<file path="config.mk">
export PLATFORM = sky130hd
export DESIGN_NAME = pulse_seq_tx
export DESIGN_NICKNAME = d
export VERILOG_FILES = /design/src/rtl/pulse_seq_pkg.sv /design/src/rtl/ps_dur_timer.sv /design/src/rtl/ps_loop_track.sv /design/src/rtl/ps_entry_track.sv /design/src/rtl/pulse_seq_tx.sv
export SDC_FILE = /design/constraint.sdc
export NUM_CORES = 1
export LEC_CHECK = 0
export BUFFER_PORTS_ARGS = -buffer_cell sky130_fd_sc_hd__buf_4
export CAP_MARGIN = 20
export CORE_MARGIN = 2
export CORE_UTILIZATION = 51
export DETAILED_ROUTE_END_ITERATION = 16
export PLACE_DENSITY_LB_ADDON = 0.08
export SYNTH_ARGS = -nofsm -noshare
export SYNTH_HDL_FRONTEND = slang
export SYNTH_SLANG_ARGS = --single-unit
</file>
<file path="constraint.sdc">
create_clock -name clk -period 2.5 [get_ports clk]
set_input_delay 0.375 -clock clk [delete_from_list [all_inputs] [get_ports clk]]
set_output_delay 0.375 -clock clk [all_outputs]
set_load 0.01 [all_outputs]
</file>
<file path="src/rtl/pulse_seq_pkg.sv">
package pulse_seq_pkg;
  localparam int ENTRY_W = 16;
  localparam int DUR_W   = ENTRY_W - 1;

  typedef enum logic [1:0] {
    ST_IDLE  = 2'd0,
    ST_FETCH = 2'd1,
    ST_LOAD  = 2'd2,
    ST_SEND  = 2'd3
  } seq_state_e;

  // level sits in the top bit, duration below it
  typedef struct packed {
    logic             level;
    logic [DUR_W-1:0] dur;
  } entry_t;
endpackage

</file>
<file path="src/rtl/ps_dur_timer.sv">
module ps_dur_timer #(
  parameter int DUR_W = 15
) (
  input  logic             clk,
  input  logic             rst_n,
  input  logic             load,
  input  logic [DUR_W-1:0] load_val,
  input  logic             tick,
  output logic             expire
);
  logic [DUR_W-1:0] cnt_q;

  always_ff @(posedge clk) begin
    if (!rst_n) begin
      cnt_q <= '0;
    end else if (load) begin
      cnt_q <= load_val;
    end else if (tick && cnt_q != '0) begin
      cnt_q <= cnt_q - DUR_W'(1);
    end
  end

  // last tick of the current entry
  assign expire = tick && (cnt_q == DUR_W'(1));
endmodule

</file>
<file path="src/rtl/ps_loop_track.sv">
module ps_loop_track #(
  parameter int LOOP_W = 10
) (
  input  logic              clk,
  input  logic              rst_n,
  input  logic              run_clr,
  input  logic              cmd_clr,
  input  logic              pass_inc,
  input  logic              enable,
  input  logic [LOOP_W-1:0] limit,
  output logic              reached
);
  logic [LOOP_W-1:0] cnt_q;

  always_ff @(posedge clk) begin
    if (!rst_n) begin
      cnt_q <= '0;
    end else if (run_clr || cmd_clr) begin
      cnt_q <= '0;
    end else if (pass_inc && enable) begin
      cnt_q <= cnt_q + LOOP_W'(1);
    end
  end

  // true when the pass now ending is the final counted one
  assign reached = enable && (limit != '0) && ((cnt_q + LOOP_W'(1)) == limit);
endmodule

</file>
<file path="src/rtl/ps_entry_track.sv">
module ps_entry_track #(
  parameter int ENT_W = 9
) (
  input  logic             clk,
  input  logic             rst_n,
  input  logic             run_clr,
  input  logic             entry_done,
  input  logic [ENT_W-1:0] limit,
  output logic             thr_pulse
);
  localparam logic [ENT_W-1:0] CNT_MAX = {ENT_W{1'b1}};

  logic [ENT_W-1:0] cnt_q;
  logic             hit;
  logic             thr_q;

  assign hit = entry_done && (limit != '0) && (cnt_q != CNT_MAX) &&
               ((cnt_q + ENT_W'(1)) == limit);

  always_ff @(posedge clk) begin
    if (!rst_n) begin
      cnt_q <= '0;
      thr_q <= 1'b0;
    end else begin
      thr_q <= hit;
      if (run_clr) begin
        cnt_q <= '0;
      end else if (entry_done && cnt_q != CNT_MAX) begin
        cnt_q <= cnt_q + ENT_W'(1);
      end
    end
  end

  assign thr_pulse = thr_q;
endmodule

</file>
<file path="src/rtl/pulse_seq_tx.sv">
module pulse_seq_tx
  import pulse_seq_pkg::*;
#(
  parameter int ADDR_W = 4,
  parameter int LOOP_W = 10,
  parameter int ENT_W  = 9
) (
  input  logic                clk,
  input  logic                rst_n,
  input  logic                tick_en,
  input  logic                start,
  input  logic                stop,
  input  logic                cont_mode,
  input  logic                loop_cnt_en,
  input  logic [LOOP_W-1:0]   loop_limit,
  input  logic                loop_cnt_clr,
  input  logic [ENT_W-1:0]    entry_limit,
  input  logic                idle_level,
  input  logic                idle_oe,
  output logic                mem_rd,
  output logic [ADDR_W-1:0]   mem_addr,
  input  logic [ENTRY_W-1:0]  mem_rdata,
  output logic                tx_out,
  output logic                tx_oe,
  output logic                busy,
  output logic                end_evt,
  output logic                thr_evt,
  output logic                loop_evt
);
  localparam logic [ADDR_W-1:0] ADDR_LAST = {ADDR_W{1'b1}};

  seq_state_e        state_q, state_d;
  logic [ADDR_W-1:0] ptr_q, ptr_d;
  logic              lvl_q, lvl_d;
  logic              stop_pend_q;
  logic              end_q, loop_q;

  entry_t ent;
  logic   active;
  logic   stop_now;
  logic   dur_done;
  logic   entry_done;
  logic   zero_end;
  logic   pass_done;
  logic   loop_hit;
  logic   finish;
  logic   run_start;
  logic   load_timer;

  assign ent       = entry_t'(mem_rdata);
  assign active    = (state_q != ST_IDLE);
  assign run_start = (state_q == ST_IDLE) && start;
  assign stop_now  = active && tick_en && (stop || stop_pend_q);

  assign entry_done = (state_q == ST_SEND) && dur_done && !stop_now;
  assign zero_end   = (state_q == ST_LOAD) && (ent.dur == '0) && !stop_now;
  assign pass_done  = zero_end || (entry_done && ptr_q == ADDR_LAST);
  assign finish     = pass_done && (!cont_mode || loop_hit);
  assign load_timer = (state_q == ST_LOAD) && (ent.dur != '0);

  ps_dur_timer #(.DUR_W(DUR_W)) u_timer (
    .clk      (clk),
    .rst_n    (rst_n),
    .load     (load_timer),
    .load_val (ent.dur),
    .tick     (tick_en && state_q == ST_SEND),
    .expire   (dur_done)
  );

  ps_loop_track #(.LOOP_W(LOOP_W)) u_loops (
    .clk      (clk),
    .rst_n    (rst_n),
    .run_clr  (run_start),
    .cmd_clr  (loop_cnt_clr),
    .pass_inc (pass_done && cont_mode),
    .enable   (loop_cnt_en),
    .limit    (loop_limit),
    .reached  (loop_hit)
  );

  ps_entry_track #(.ENT_W(ENT_W)) u_entries (
    .clk        (clk),
    .rst_n      (rst_n),
    .run_clr    (run_start),
    .entry_done (entry_done),
    .limit      (entry_limit),
    .thr_pulse  (thr_evt)
  );

  always_comb begin
    state_d = state_q;
    ptr_d   = ptr_q;
    lvl_d   = lvl_q;
    if (stop_now) begin
      state_d = ST_IDLE;
    end else begin
      unique case (state_q)
        ST_IDLE: begin
          if (start) begin
            state_d = ST_FETCH;
            ptr_d   = '0;
            lvl_d   = idle_level;
          end
        end
        ST_FETCH: state_d = ST_LOAD;
        ST_LOAD: begin
          if (ent.dur == '0) begin
            state_d = finish ? ST_IDLE : ST_FETCH;
            ptr_d   = '0;
          end else begin
            state_d = ST_SEND;
            lvl_d   = ent.level;
          end
        end
        ST_SEND: begin
          if (dur_done) begin
            if (ptr_q == ADDR_LAST) begin
              state_d = finish ? ST_IDLE : ST_FETCH;
              ptr_d   = '0;
            end else begin
              state_d = ST_FETCH;
              ptr_d   = ptr_q + ADDR_W'(1);
            end
          end
        end
        default: state_d = ST_IDLE;
      endcase
    end
  end

  always_ff @(posedge clk) begin
    if (!rst_n) begin
      state_q     <= ST_IDLE;
      ptr_q       <= '0;
      lvl_q       <= 1'b0;
      stop_pend_q <= 1'b0;
      end_q       <= 1'b0;
      loop_q      <= 1'b0;
    end else begin
      state_q <= state_d;
      ptr_q   <= ptr_d;
      lvl_q   <= lvl_d;
      end_q   <= finish && !stop_now;
      loop_q  <= finish && cont_mode && loop_hit;
      if (state_d == ST_IDLE) begin
        stop_pend_q <= 1'b0;
      end else if (active && stop) begin
        stop_pend_q <= 1'b1;
      end
    end
  end

  assign mem_rd   = (state_q == ST_FETCH);
  assign mem_addr = ptr_q;
  assign busy     = active;
  assign tx_out   = active ? lvl_q : idle_level;
  assign tx_oe    = active ? 1'b1 : idle_oe;
  assign end_evt  = end_q;
  assign loop_evt = loop_q;
endmodule

</file>
==> out/summary.txt <==
Leakage - 1.42 nW
DR DRC count - 0
Syn_area_per_cell - 7.99 sq um
Max VDD drop - 0.358 mV
Sum of negative setup slack - 0 ns
Syn-to-layout area delta - 25.5%
Number of synthesized flops with an enable pin - 0
Critical R2R Launch - u_timer.cnt_q[10]
Outcome - complete, no violations
Post-CTS setup buffers - 0
Ports - 56
Worst endpoint required time - 2.69 ns
Final Cycle Share - 97.3%
P per Cell Area - 429 mW/mm^2
Slowest cell on crit path - or4b_4
Sequential cell area fraction in the yosys report - 30.1%
Max Slew Vio Count - 0
Initial core utilization - 53.6%
Root Driver - clkbuf_8
Slew @ Worst Pin - 0.730 ns
Clk buf depth - 2
CTS tree - built
Sequence of cells on the critical path - or4_4 > or3_4 > or4b_4 > a211oi_4 > xnor2_1 > nor2_2
Yosys reg bits - 45
Nets - 502
Synth unique cells - 64
Final hold slack - 0.333 ns
CP Capture Type - flop
Initial antenna violation count - 0
Port bufs - 55
Reg clk slew, reported paths - 0.09 ns
Max FO, Critical Path - 3
Pre-Repair DR Iteration Count - 4
Final hold violation count - 0
Final setup fails - 0
Tmin final - 2.43 ns
Die area - 0.00649 sq mm
CTS Sinks - 45
Cell Area, Synth - 0.00299 sq mm
Total grt overflow - 0
GRT Overall Usage - 25.7%
Core area - 0.00557 sq mm
R2r setup slk - 0.07 ns
CP delay by family, top - simple AND/OR/NAND/NOR gates
Cts hold-fix bufs - 0
Skew final - 0.00939 ns
Final antenna-violating net count - 0
Final wirelength - 7.95 mm
Max Freq - 0.411 GHz
Syn nets - 426
Layout cell share with drive strength beyond 1 - 25.3%
Slew Limit Headroom - 51.3%
Cell Rows - 27
Largest net degree at the start of global routing - 22
Min-Delay Path Class - in -> reg
Hold Path Origin - mem_rdata[13]
Die span in x - 80.6 um
Placed Instances - 515
Critical Path Max Stage Delay - 0.56 ns
Chip height - 80.6 um
Setup crit start kind - flop
Post-DR vias/cell - 5.78
Area contributors post-synth - dfxtp_1 30%, xnor2_1 7.6%, nor2_1 5.3%
Area fraction of the dominant cell type after synthesis - 30.1%
Buf/Inv on CP - 0
Worst Path Arrival - 2.62 ns
Largest area contributor in the netlist - dfxtp_1
Crit path from - u_timer.cnt_q[10]
CTS buffer count - 5
RSZ-0062 raised after global routing - false
Crit Path Class - reg -> reg
Max-cap viol count - 0
Hpwl dp - 6.09 mm
First-pass GRT wire length - 13.2 mm
DR iter-0 viols - 163
Fin cells - 522
Vias after detailed routing - 3,017
FFs w/ async S/R, synth - 0%
H-tree depth - 2
Most used DFF post-synth - dfxtp_1
# diodes - 0
Post-detailed-route wirelength per cell - 15.2 um
Worst skew pair latency - 0.29 ns
Cells after Synth - 374
Vias in the first global route - 2,884
Yosys warning total - 0
Final RePlAce weighted congestion - 0.885
[worst min-delay path, cell delays in order]
cell and delay (ns):
buf_4 0.11, nand2_1 0.05, a21oi_1 0.05
[metrics by stage]
stage	setup WS [ns]	power, mW	util, %	instance area (sq um)
after floorplan	0.0780	0.987	-	2990
after global placement	0.0624	1.15	65.0	3620
after detailed placement	0.0164	1.16	65.0	3620
after CTS	0.0104	1.62	66.8	3720
after global routing	0.00519	1.69	67.3	3750
final	0.0674	1.61	67.3	3750
[cell type report]
class | instances | area, sq um
clock buffers | 7 | 86.3
fillers | 537 | 1820
inverters | 10 | 37.5
multi-input cells | 306 | 2020
flip-flops and latches | 45 | 901
well taps | 72 | 90.1
repair buffers | 82 | 616
[layout by cell type, fill, tap and decap left out, types with 7 or more instances in the layout]
cell type	n
ha_1	7
nand4_1	7
nor3_1	14
nand3_1	12
o211ai_1	7
xor2_1	15
nand2_1	34
inv_1	10
o21ai_0	9
buf_4	82
nor4_1	17
a21oi_1	25
nor2_1	42
xnor2_1	26
dfxtp_1	45
[layer usage]
| metal | up-vias | track usage (%) | share of wire (%) |
|---|---|---|---|
| met2 | 70 | 41.7 | 45 |
| met1 | 1404 | 35.3 | 49 |
| li1 | 1532 | - | - |
| met3 | 11 | 4.04 | 4.9 |
| met4 | 0 | 7.29 | 1.3 |
| met5 | - | 0 | 0 |
[cell families after synthesis]
| family | after synthesis | synth area share, % |
|---|---|---|
| and+or+nand+nor | 173 | 31.4 |
| buffers and inverters | 23 | 3.64 |
| muxes | 7 | 2.47 |
| AOI/OAI and AO/OA | 78 | 17.4 |
| adders and majority gates | 7 | 2.93 |
| xor gates and xnor gates | 41 | 12.0 |
| DFF | 45 | 30.1 |
[state kept, by name, indices dropped and copies added (netlist names)]
name and flops:
end_evt 1, loop_evt 1, lvl_q 1, mem_addr 4, state_q 2, stop_pend_q 1
u_entries.cnt_q 9, u_entries.thr_pulse 1, u_loops.cnt_q 10, u_timer.cnt_q 15
[where the power goes]
| part | total [mW] | switching [mW] | internal [mW] |
|---|---|---|---|
| logic | 0.396 | 0.221 | 0.175 |
| registers | 0.757 | 0.0190 | 0.738 |
| clock network | 0.456 | 0.237 | 0.220 |
| total | 1.61 | 0.477 | 1.13 |
[final timing paths]
| path | endpoint | cells after the start |
|---|---|---|
| worst min register to register | mem_addr[1] | 2 |
| worst min-delay path | u_timer.cnt_q[13] | 3 |
| worst max register to register | u_loops.cnt_q[3] | 6 |
| worst max-delay path | u_loops.cnt_q[3] | 6 |
[synthesized netlist by cell type, types with 3 or more instances]
| master | instances |
|---|---|
| dfxtp_1 | 45 |
| nor2_1 | 42 |
| nand2_1 | 34 |
| a21oi_1 | 26 |
| xnor2_1 | 26 |
| nor4_1 | 17 |
| nor3_1 | 15 |
| xor2_1 | 15 |
| nand3_1 | 13 |
| inv_1 | 10 |
| clkbuf_1 | 9 |
| o21ai_0 | 9 |
| ha_1 | 7 |
| nand4_1 | 7 |
| o211ai_1 | 7 |
| a31oi_1 | 6 |
| and3_1 | 6 |
| a211oi_1 | 5 |
| o31ai_1 | 5 |
| or3_1 | 5 |
| or4_1 | 5 |
| mux2i_1 | 4 |
| mux2_2 | 3 |
| o2111ai_1 | 3 |
| o21ai_1 | 3 |
[what timing repair did]
action	in CTS	in global routing
setup endpoints to repair	1	8
resized for setup	2	6
cloned	0	0
No activity file was read; power rests on OpenSTA's default activity.
